==> config.mk <==
export PLATFORM = sky130hd
export DESIGN_NAME = cache_port_flow
export DESIGN_NICKNAME = d
export VERILOG_FILES = /design/src/rtl/cpf_pkg.sv /design/src/rtl/cpf_rsp_fifo.sv /design/src/rtl/cpf_block_ctl.sv /design/src/rtl/cpf_send_arb.sv /design/src/rtl/cache_port_flow.sv
export SDC_FILE = /design/constraint.sdc
export NUM_CORES = 1
export LEC_CHECK = 0
export ABC_AREA = 1
export BUFFER_PORTS_ARGS = -buffer_cell sky130_fd_sc_hd__clkbuf_2
export CORE_ASPECT_RATIO = 1.25
export CORE_UTILIZATION = 40
export CTS_CLUSTER_DIAMETER = 40
export DETAILED_ROUTE_END_ITERATION = 16
export PLACE_DENSITY = 0.58
export SETUP_SLACK_MARGIN = 0.5
export SKIP_CTS_REPAIR_TIMING = 1
export SYNTH_ARGS = -nofsm -noshare
export SYNTH_HDL_FRONTEND = slang
export SYNTH_SLANG_ARGS = --single-unit
==> constraint.sdc <==
create_clock -name clk -period 2.5 [get_ports clk]
set_input_delay 0.125 -clock clk [delete_from_list [all_inputs] [get_ports clk]]
set_output_delay 0.125 -clock clk [all_outputs]
set_load 0.02 [all_outputs]
==> src/rtl/cpf_pkg.sv <==
package cpf_pkg;
    typedef enum logic [1:0] {
        SK_NONE = 2'd0,
        SK_RSP  = 2'd1,
        SK_MISS = 2'd2,
        SK_COH  = 2'd3
    } send_kind_e;
endpackage

==> src/rtl/cpf_rsp_fifo.sv <==
module cpf_rsp_fifo #(
    parameter int DEPTH = 4,
    parameter int EW    = 17
) (
    input  logic                           clk,
    input  logic                           rst,
    input  logic                           push,
    input  logic [EW-1:0]                  push_word,
    input  logic                           pop,
    output logic [EW-1:0]                  head_word,
    output logic [$clog2(DEPTH+1)-1:0]     count
);
    localparam int CNT_W = $clog2(DEPTH + 1);
    localparam int PTR_W = (DEPTH > 1) ? $clog2(DEPTH) : 1;
    localparam logic [PTR_W-1:0] LAST = PTR_W'(DEPTH - 1);
    localparam logic [CNT_W-1:0] FULL = CNT_W'(DEPTH);

    typedef struct packed {
        logic [PTR_W-1:0] rd;
        logic [PTR_W-1:0] wr;
        logic [CNT_W-1:0] cnt;
    } ptr_t;

    ptr_t          st_d, st_q;
    logic [EW-1:0] mem_d [DEPTH];
    logic [EW-1:0] mem_q [DEPTH];

    always_comb begin
        st_d  = st_q;
        mem_d = mem_q;
        if (push) begin
            mem_d[st_q.wr] = push_word;
            st_d.wr = (st_q.wr == LAST) ? '0 : st_q.wr + 1'b1;
        end
        if (pop) begin
            st_d.rd = (st_q.rd == LAST) ? '0 : st_q.rd + 1'b1;
        end
        st_d.cnt = st_q.cnt + CNT_W'(push) - CNT_W'(pop);
    end

    always_ff @(posedge clk) begin
        if (rst) st_q <= '0;
        else     st_q <= st_d;
        mem_q <= mem_d;
    end

    assign head_word = mem_q[st_q.rd];
    assign count     = st_q.cnt;

    p_no_overflow_r11: assert property (@(posedge clk) disable iff (rst)
        !(push && !pop && st_q.cnt == FULL));
    p_no_underflow_r6: assert property (@(posedge clk) disable iff (rst)
        pop |-> st_q.cnt != '0);
    p_count_bound_r11: assert property (@(posedge clk) disable iff (rst)
        st_q.cnt <= FULL);
endmodule

==> src/rtl/cpf_block_ctl.sv <==
module cpf_block_ctl #(
    parameter bit IS_CPU_SIDE = 1'b0
) (
    input  logic clk,
    input  logic rst,
    input  logic in_valid,
    input  logic in_req,
    input  logic in_cacheable,
    input  logic in_inval,
    input  logic in_read,
    input  logic in_write,
    input  logic set_block,
    input  logic clr_block,
    output logic in_accept,
    output logic fwd_valid,
    output logic in_satisfied,
    output logic retry_out
);
    typedef struct packed {
        logic blocked;
        logic must_retry;
        logic retry;
    } blk_t;

    blk_t blk_d, blk_q;
    logic shortcut;
    logic refused;

    generate
        if (IS_CPU_SIDE) begin : g_cpu
            assign shortcut = in_valid && in_cacheable && in_inval && !in_read && !in_write;
        end else begin : g_mem
            assign shortcut = 1'b0;
        end
    endgenerate

    always_comb begin
        refused      = in_valid && in_req && blk_q.blocked && !shortcut;
        in_accept    = in_valid && !refused;
        fwd_valid    = in_valid && !refused && !shortcut;
        in_satisfied = shortcut;

        blk_d       = blk_q;
        blk_d.retry = 1'b0;
        if (set_block && !blk_q.blocked) begin
            blk_d.blocked    = 1'b1;
            blk_d.must_retry = 1'b0;
        end else if (clr_block && blk_q.blocked) begin
            blk_d.blocked    = 1'b0;
            blk_d.must_retry = 1'b0;
            blk_d.retry      = blk_q.must_retry || refused;
        end else if (refused) begin
            blk_d.must_retry = 1'b1;
        end
    end

    always_ff @(posedge clk) begin
        if (rst) blk_q <= '0;
        else     blk_q <= blk_d;
    end

    assign retry_out = blk_q.retry;

    p_refuse_logged_r1: assert property (@(posedge clk) disable iff (rst)
        (in_valid && in_req && blk_q.blocked && !shortcut)
        |=> (blk_q.must_retry || !blk_q.blocked));
    p_retry_single_r3: assert property (@(posedge clk) disable iff (rst)
        retry_out |=> !retry_out);
    p_retry_unblocked_r3: assert property (@(posedge clk) disable iff (rst)
        retry_out |-> !blk_q.blocked && !blk_q.must_retry);
    p_shortcut_r4: assert property (@(posedge clk) disable iff (rst)
        in_satisfied |-> in_accept && !fwd_valid);
endmodule

==> src/rtl/cpf_send_arb.sv <==
module cpf_send_arb
    import cpf_pkg::*;
#(
    parameter bit IS_CPU_SIDE = 1'b0,
    parameter int DEPTH       = 4,
    parameter int W           = 16
) (
    input  logic                        clk,
    input  logic                        rst,
    input  logic                        rsp_valid,
    input  logic                        rsp_nack,
    input  logic [W-1:0]                rsp_data,
    output logic                        rsp_ready,
    input  logic                        obr_pending,
    input  logic [W-1:0]                obr_data,
    output logic                        obr_take,
    input  logic                        send_kick,
    input  logic                        peer_retry,
    input  logic                        snd_ok,
    output logic                        snd_valid,
    output logic [1:0]                  snd_kind,
    output logic                        snd_status,
    output logic [W-1:0]                snd_data,
    output logic                        drain_chk,
    input  logic [$clog2(DEPTH+1)-1:0]  q_count,
    input  logic [W:0]                  q_head,
    output logic                        q_push,
    output logic [W:0]                  q_push_word,
    output logic                        q_pop
);
    localparam int CNT_W = $clog2(DEPTH + 1);
    localparam logic [CNT_W-1:0] FULL = CNT_W'(DEPTH);
    localparam send_kind_e OBR_KIND = IS_CPU_SIDE ? SK_COH : SK_MISS;

    typedef struct packed {
        logic waiting;
        logic kick;
    } arb_t;

    arb_t             arb_d, arb_q;
    logic             q_empty;
    logic             rsp_take;
    logic             direct;
    logic             attempt;
    logic [CNT_W-1:0] cnt_after;
    send_kind_e       kind;

    always_comb begin
        q_empty     = (q_count == '0);
        rsp_ready   = (q_count != FULL);
        rsp_take    = rsp_valid && rsp_ready;
        direct      = rsp_take && q_empty && !arb_q.waiting;
        attempt     = arb_q.waiting ? peer_retry : (arb_q.kick || send_kick);

        arb_d       = arb_q;
        arb_d.kick  = 1'b0;
        snd_valid   = 1'b0;
        kind        = SK_NONE;
        snd_status  = 1'b0;
        snd_data    = '0;
        q_push      = 1'b0;
        q_push_word = {rsp_nack, rsp_data};
        q_pop       = 1'b0;
        obr_take    = 1'b0;

        if (direct) begin
            snd_valid  = 1'b1;
            kind       = SK_RSP;
            snd_status = rsp_nack;
            snd_data   = rsp_data;
            if (snd_ok) begin
                arb_d.kick = attempt;
            end else begin
                q_push        = 1'b1;
                arb_d.waiting = 1'b1;
            end
        end else begin
            q_push = rsp_take;
            if (attempt) begin
                if (!q_empty) begin
                    snd_valid  = 1'b1;
                    kind       = SK_RSP;
                    snd_status = q_head[W];
                    snd_data   = q_head[W-1:0];
                    if (snd_ok) begin
                        q_pop         = 1'b1;
                        arb_d.waiting = 1'b0;
                    end else begin
                        arb_d.waiting = 1'b1;
                    end
                end else if (obr_pending) begin
                    snd_valid = 1'b1;
                    kind      = OBR_KIND;
                    snd_data  = obr_data;
                    if (snd_ok) begin
                        obr_take      = 1'b1;
                        arb_d.waiting = 1'b0;
                        arb_d.kick    = 1'b1;
                    end else begin
                        arb_d.waiting = 1'b1;
                    end
                end else begin
                    arb_d.waiting = 1'b0;
                    arb_d.kick    = q_push;
                end
            end
        end

        cnt_after = q_count + CNT_W'(q_push) - CNT_W'(q_pop);
        if (q_pop) begin
            arb_d.kick = (cnt_after != '0) || obr_pending;
        end
        drain_chk = !q_empty && (cnt_after == '0);
        snd_kind  = kind;
    end

    always_ff @(posedge clk) begin
        if (rst) arb_q <= '0;
        else     arb_q <= arb_d;
    end

    p_queue_first_r6: assert property (@(posedge clk) disable iff (rst)
        (snd_valid && snd_kind != SK_RSP) |-> q_count == '0);
    p_quiet_wait_r13: assert property (@(posedge clk) disable iff (rst)
        (arb_q.waiting && !peer_retry) |-> !snd_valid);
    p_no_stall_r7: assert property (@(posedge clk) disable iff (rst)
        (!arb_q.waiting && q_count != '0) |-> arb_q.kick);
    p_refused_waits_r5: assert property (@(posedge clk) disable iff (rst)
        (snd_valid && !snd_ok) |=> arb_q.waiting);
endmodule

==> src/rtl/cache_port_flow.sv <==
module cache_port_flow #(
    parameter bit IS_CPU_SIDE = 1'b0,
    parameter int DEPTH       = 4,
    parameter int W           = 16
) (
    input  logic         clk,
    input  logic         rst,
    input  logic         in_valid,
    input  logic         in_req,
    input  logic         in_cacheable,
    input  logic         in_inval,
    input  logic         in_read,
    input  logic         in_write,
    output logic         in_accept,
    output logic         fwd_valid,
    output logic         in_satisfied,
    input  logic         set_block,
    input  logic         clr_block,
    output logic         retry_out,
    input  logic         rsp_valid,
    input  logic         rsp_nack,
    input  logic [W-1:0] rsp_data,
    output logic         rsp_ready,
    input  logic         obr_pending,
    input  logic [W-1:0] obr_data,
    output logic         obr_take,
    input  logic         send_kick,
    output logic         snd_valid,
    output logic [1:0]   snd_kind,
    output logic         snd_status,
    output logic [W-1:0] snd_data,
    input  logic         snd_ok,
    input  logic         peer_retry,
    output logic         drain_chk
);
    localparam int CNT_W = $clog2(DEPTH + 1);

    logic [CNT_W-1:0] q_count;
    logic [W:0]       q_head;
    logic [W:0]       q_push_word;
    logic             q_push;
    logic             q_pop;

    cpf_block_ctl #(.IS_CPU_SIDE(IS_CPU_SIDE)) u_blk (
        .clk(clk), .rst(rst),
        .in_valid(in_valid), .in_req(in_req), .in_cacheable(in_cacheable),
        .in_inval(in_inval), .in_read(in_read), .in_write(in_write),
        .set_block(set_block), .clr_block(clr_block),
        .in_accept(in_accept), .fwd_valid(fwd_valid),
        .in_satisfied(in_satisfied), .retry_out(retry_out)
    );

    cpf_rsp_fifo #(.DEPTH(DEPTH), .EW(W + 1)) u_fifo (
        .clk(clk), .rst(rst),
        .push(q_push), .push_word(q_push_word), .pop(q_pop),
        .head_word(q_head), .count(q_count)
    );

    cpf_send_arb #(.IS_CPU_SIDE(IS_CPU_SIDE), .DEPTH(DEPTH), .W(W)) u_arb (
        .clk(clk), .rst(rst),
        .rsp_valid(rsp_valid), .rsp_nack(rsp_nack), .rsp_data(rsp_data),
        .rsp_ready(rsp_ready),
        .obr_pending(obr_pending), .obr_data(obr_data), .obr_take(obr_take),
        .send_kick(send_kick), .peer_retry(peer_retry), .snd_ok(snd_ok),
        .snd_valid(snd_valid), .snd_kind(snd_kind), .snd_status(snd_status),
        .snd_data(snd_data), .drain_chk(drain_chk),
        .q_count(q_count), .q_head(q_head),
        .q_push(q_push), .q_push_word(q_push_word), .q_pop(q_pop)
    );
endmodule

# After elaboration in Yosys (flattened, before gate mapping)
# Cells that the tools add are included.
# classes
muxes,46
n_lt_le_gt_ge,3
eq_ne,4
bitwise,3
n_reduce_logical,25
add_sub_neg,4
# op_table
cell,count
$bwmux W68,1
$mux W16,4
$mux W17,3
$bmux W17 S2,1
$demux W17 S2,1
$mux W1,26
$mux W2,10
$logic_and A1 B1 Y1,10
$ge A3 B3 Y1 const B,2
$logic_not A3 Y1,2
$not A2 Y3,2
$reduce_or A3 Y1,2
$add A2 B1 Y2 const B,2
$eq A2 B2 Y1 const B,2
$logic_not A1 Y1,4
$reduce_bool A2 Y1,2
$add A3 B1 Y3,1
$logic_or A1 B1 Y1,3
$lt A3 B1 Y1 const B,1
$ne A3 B3 Y1 const B,1
$reduce_bool A3 Y1,1
$sub A3 B1 Y3,1
$ne A2 B2 Y1 const B,1
$reduce_and A2 Y1,1
$not A1 Y1,1
# word_totals
out_inout_bits,27
wordCells,97
ff_bits,80
inputBits,48

# Longest topological paths before layout
# logic_depth
word_depth,10
ltp_mapped,17
ltp_nobuf,17

# By module
# From an unflattened synthesis, not the netlist that was laid out.
# hier_totals
cells_unflattened,425
area_unflattened_um2,4037.6
# by_module_without_submodules
module,area_per_inst_um2,cells_each,instances,seq_area_each_um2
cpf_rsp_fifo,3020.4,240,1,2182.1
cpf_send_arb,870.8,163,1,40.0
cpf_block_ctl,146.4,22,1,60.1

# Worst setup path before layout
# OpenSTA, ideal clock, no wires.
# synth_path
kind,register to output
start,reg u_fifo.st_q (netlist bit u_fifo.count[1])
end,out drain_chk
path_stages_with_launch,13
t_arrival_ps,2249
t_required_ps,2375
path_buffers,0
slack_ps,126
path_cell_list,dfxtp_1 > nor2_4 > nand4_4 > o21ai_4 > nand2_1 > nand2_1 > ha_1 > inv_1 > fa_1 > inv_1 > nor2_1 > nand3_1 > nor2_1
# synth_between
elab_chain_len,9
word_cells_on_any_way,14
cone_classes,add/sub: 2; eq/ne: 1; mux: 4; reduce/logical: 7
# synth_lines
element,line,rtl
from (decl),cpf_rsp_fifo.sv:24,"ptr_t st_d, st_q;"
from (signal assigned),cpf_rsp_fifo.sv:43,else st_q <= st_d;
$ne A3 B3 Y1,cpf_send_arb.sv:50,rsp_ready = (q_count != FULL);
$logic_and A1 B1 Y1,cpf_send_arb.sv:51,rsp_take = rsp_valid && rsp_ready;
$logic_and A1 B1 Y1 (2 in a row),cpf_send_arb.sv:52,direct = rsp_take && q_empty && !arb_q.waiting;
$mux W1,cpf_send_arb.sv:66,if (direct) begin
$add A3 B1 Y3,cpf_send_arb.sv:109,cnt_after = q_count + CNT_W'(q_push) - CNT_W'(q_pop);
$sub A3 B1 Y3,cpf_send_arb.sv:109,
$logic_not A3 Y1,cpf_send_arb.sv:113,drain_chk = !q_empty && (cnt_after == '0);
$logic_and A1 B1 Y1 *,cpf_send_arb.sv:113,
to (decl),cache_port_flow.sv:34,output logic drain_chk
# Mark *: on every way between the ends. The rest lies on a longest branch, timed or not.

# Worst setup path in the final report
# layout_path
start,reg u_fifo.st_q (netlist bit u_fifo.count[0])
end,out drain_chk
# The elaborated chain is that of the path after synthesis.

==> metrics.yaml <==
power_density_nw_per_um2: 1168
cts.sink_count: 80
synth_top_family_by_area: "simple AND/OR/NAND/NOR gates"
root_buffer: "sky130_fd_sc_hd__clkbuf_16"
post_synth_fa_ha_maj_area_fraction_pct: 2.496
ys.warnings.count: 0
failed_checks: "negative setup slack"
dp.final_hpwl_mm: 5.827
worst_clock_skew_ns: 0.004188
fin_setup_tns_ns: -0.1947
timing.critical_path.slowest_stage_cell: "sky130_fd_sc_hd__fa_1"
core-area_um2: 9174
avgSynthCellArea_um2: 9.573
class_of_the_worst_hold_path: "in2reg"
groute.usage.overall_pct: 19.42
drv.max_cap_violation_count: 0
switchingPower_uw: 2253
start_kind: "flip-flop"
drt-pass1-iter-count: 4
setup_viol: 1
rsz_0062_raised_after_global_routing: "yes"
finalWirelength_mm: 9.087
pins_over_slew_limit: 0
boundaryPins: 75
synthXorXnorAreaFrac_pct: 0
worstPathMaxFanout: 5
floorplan.die_area_um2: 9921
hold_violations: 0
first_iter_violations: 90
post-route-util_pct: 52.50
cts-buffers-inserted: 9
tritoncts_clock_tree: "yes"
muxShareOfSynthArea_pct: 0
fin_nets: 544
grt_max_degree: 38
postSynthRegisterBits: 80
clock_power_share_pct: 22.4
routed_via_density: 4.784
row_count: 39
finalWorstSetupSlack_ns: -0.1947
power.ir.vdd_worst_v: 0.0005215
place.port_buffers: 69
yosysSeqAreaShare_pct: 59.90
filler_cell_count: 862
final.period_utilization_pct: 107.8
antenna_found_initial: 0
largest_buffer_count_on_any_clock_path: 2
crit_chain: "nor2_4 -> buf_4 -> a21oi_2 -> nand2_2 -> inv_1 -> nand2_2 -> nand2_2 -> ha_4 -> inv_2 -> fa_1 -> inv_1 -> nor2_1 -> nand3_1 -> nor2_2 -> buf_4"
leakage_uw: 0.002087
gp_routability_congestion: 0.8624
clk-insertion-delay-late_ns: 0.33
critical-path-top-cell-by-count: "sky130_fd_sc_hd__nand2_2"
post_synth_instance_area_um2: 3810
global_route.overflow_total: 0
mapped_nets: 453
share_seq_of_total_power_pct: 30.7
vias: 2952
finalWorstPathRequiredPeriod_ns: 2.695
cts-htree-levels: 3
drt-wirelength-per-cell_um: 14.73
fp.dieW_um: 89.29
mapped_cells: 398
area_share_of_and_or_nand_nor_cells_after_synthesis_pct: 27.29
cellInternalPower_uw: 3370
fraction_of_the_mapped_netlist_area_in_compound_gates_pct: 4.729
max_clock_freq_ghz: 0.3711
setup.worst_path.class: "reg2out"
grt_pass1_vias: 2802
drcViolationCount: 0
p_comb_share_pct: 46.8
grt_first_pass_wirelength_mm: 13.95
initial_utilization_pct: 41.53
critPathArrivalTime_ns: 2.57
critical_path_required_ns: 2.38
ant_nets: 0
fraction_of_power_spent_switching_nets_pct: 40.07
antenna-diode-count: 0
layout-drive-gt1-share_pct: 28.14
worstSetupEndpointType: "primary output"
critPathMaxStageDelay_ns: 0.49
die_y_um: 111.1
synth.lib_cells_used.distinct: 38
cts.clk_slew.worst_paths_ns: 0.06
flow.area_growth_from_synthesis_pct: 26.40
status: "finished, violations left"
cell usage in the layout, fill, tap and decap left out, types with 2 or more instances in the layout:
cell type / instances
sky130_fd_sc_hd__buf_4: 31
sky130_fd_sc_hd__nor2_1: 20
sky130_fd_sc_hd__inv_2: 5
sky130_fd_sc_hd__dfxtp_1: 9
sky130_fd_sc_hd__nor2_2: 2
sky130_fd_sc_hd__clkinv_1: 2
sky130_fd_sc_hd__nor2_4: 2
sky130_fd_sc_hd__dfxtp_4: 2
sky130_fd_sc_hd__o21ai_1: 2
sky130_fd_sc_hd__clkbuf_16: 9
sky130_fd_sc_hd__buf_6: 3
sky130_fd_sc_hd__clkbuf_2: 61
sky130_fd_sc_hd__ha_1: 5
sky130_fd_sc_hd__edfxtp_1: 68
sky130_fd_sc_hd__o21a_1: 7
sky130_fd_sc_hd__o21ai_0: 5
sky130_fd_sc_hd__inv_1: 19
sky130_fd_sc_hd__a21oi_1: 3
sky130_fd_sc_hd__clkinv_2: 4
sky130_fd_sc_hd__nand3_1: 64
sky130_fd_sc_hd__nand2_2: 5
sky130_fd_sc_hd__nand2_1: 141
routing by layer:
| layer | share of wire (%) | vias up | GRT usage [%] |
|---|---|---|---|
| li1 | - | 1516 | - |
| met1 | 44 | 1346 | 23.63 |
| met2 | 51 | 74 | 33.08 |
| met3 | 3.3 | 16 | 3.351 |
| met4 | 1.9 | 0 | 8.360 |
| met5 | 0 | - | 0 |
critical path: cells and delay by family (launching register included):
| family | cells | cell delay, ns |
|---|---|---|
| AO/OA/AOI/OAI | 1 | 0.18 |
| adder cells (fa/ha/maj) | 2 | 0.62 |
| buffers and inverters | 5 | 0.44 |
| flip-flops | 1 | 0.36 |
| AND/OR/NAND/NOR | 7 | 0.64 |
power groups by stage:
stage	Sequential (uW)	Clock [uW]	Combinational, uW
after floorplan	1740	0	1630
after global placement	1740	0	2330
after detailed placement	1750	0	2350
after CTS	1720	1300	2360
after global routing	1740	1340	2920
final	1730	1260	2630
stage by stage:
step	instance area [um2]	worst slack, ns	cells	total power, uW	hold WS (ns)
after floorplan	3814	0.2260	398	3365	0.1843
after global placement	4340	0.1817	590	4069	0.3291
after detailed placement	4340	0.1187	590	4101	0.3375
after CTS	4628	-0.2545	606	5378	-0.01892
after global routing	4816	-0.3189	617	6001	0.02469
final	4816	-0.1947	617	5623	0.02557
layout make-up:
class | instances | area [um2] | share of cell area, %
inverters | 29 | 137.6 | 2.858
clock inverters | 7 | 62.56 | 1.299
multi-input cells | 273 | 1364 | 28.32
well taps | 123 | 153.9 | 3.196
repair buffers | 96 | 581.8 | 12.08
clock buffers | 9 | 225.2 | 4.677
flip-flops and latches | 80 | 2291 | 47.57
worst paths after layout:
kind / start / end / slack (ns) / cells after the start
setup reg to reg: u_fifo.count[0] / u_arb.arb_q[0] / 0.05 / 18
hold reg to reg: u_blk.blk_q[2] / u_blk.blk_q[1] / 0.50 / 2
setup / recovery: u_fifo.count[0] / drain_chk / -0.19 / 15
hold / removal: rsp_data[6] / u_fifo.mem_q[6] / 0.03 / 1
state kept, by name, indices dropped and copies added, names as in the netlist:
signal and cells:
u_arb.arb_q 2, u_fifo.st_q 4, u_blk.blk_q 2, u_fifo.count 3
u_blk.retry_out 1, u_fifo.mem_q 68
kinds of logic (layout without fill, tap and decap cells):
family,after synthesis,after routing
DFF,80,80
and+or+nand+nor,240,240
adders and majority gates,7,7
AOI/OAI and AO/OA,25,25
buffers and inverters,45,141
other,1,1
Yosys cell counts, drive strengths merged:
master | count | area [um2]
nand2 | 147 | 561.8
fa | 1 | 20.02
clkbuf | 2 | 7.510
edfxtp | 68 | 2042
a21boi | 2 | 15.02
ha | 6 | 75.07
o22a | 1 | 8.760
nand3 | 65 | 337.8
clkinv | 2 | 7.510
nor3 | 1 | 5.000
conb | 1 | 3.750
nand3b | 1 | 7.510
o21a | 7 | 52.55
nand4 | 2 | 27.53
inv | 27 | 108.9
dfxtp | 12 | 240.2
buf | 14 | 85.08
nor2 | 24 | 100.1
a211oi | 1 | 7.510
a31o | 1 | 8.760
o21ai | 8 | 51.30
a21oi | 5 | 36.29
Note: power is estimated with default switching activity, not from simulation.
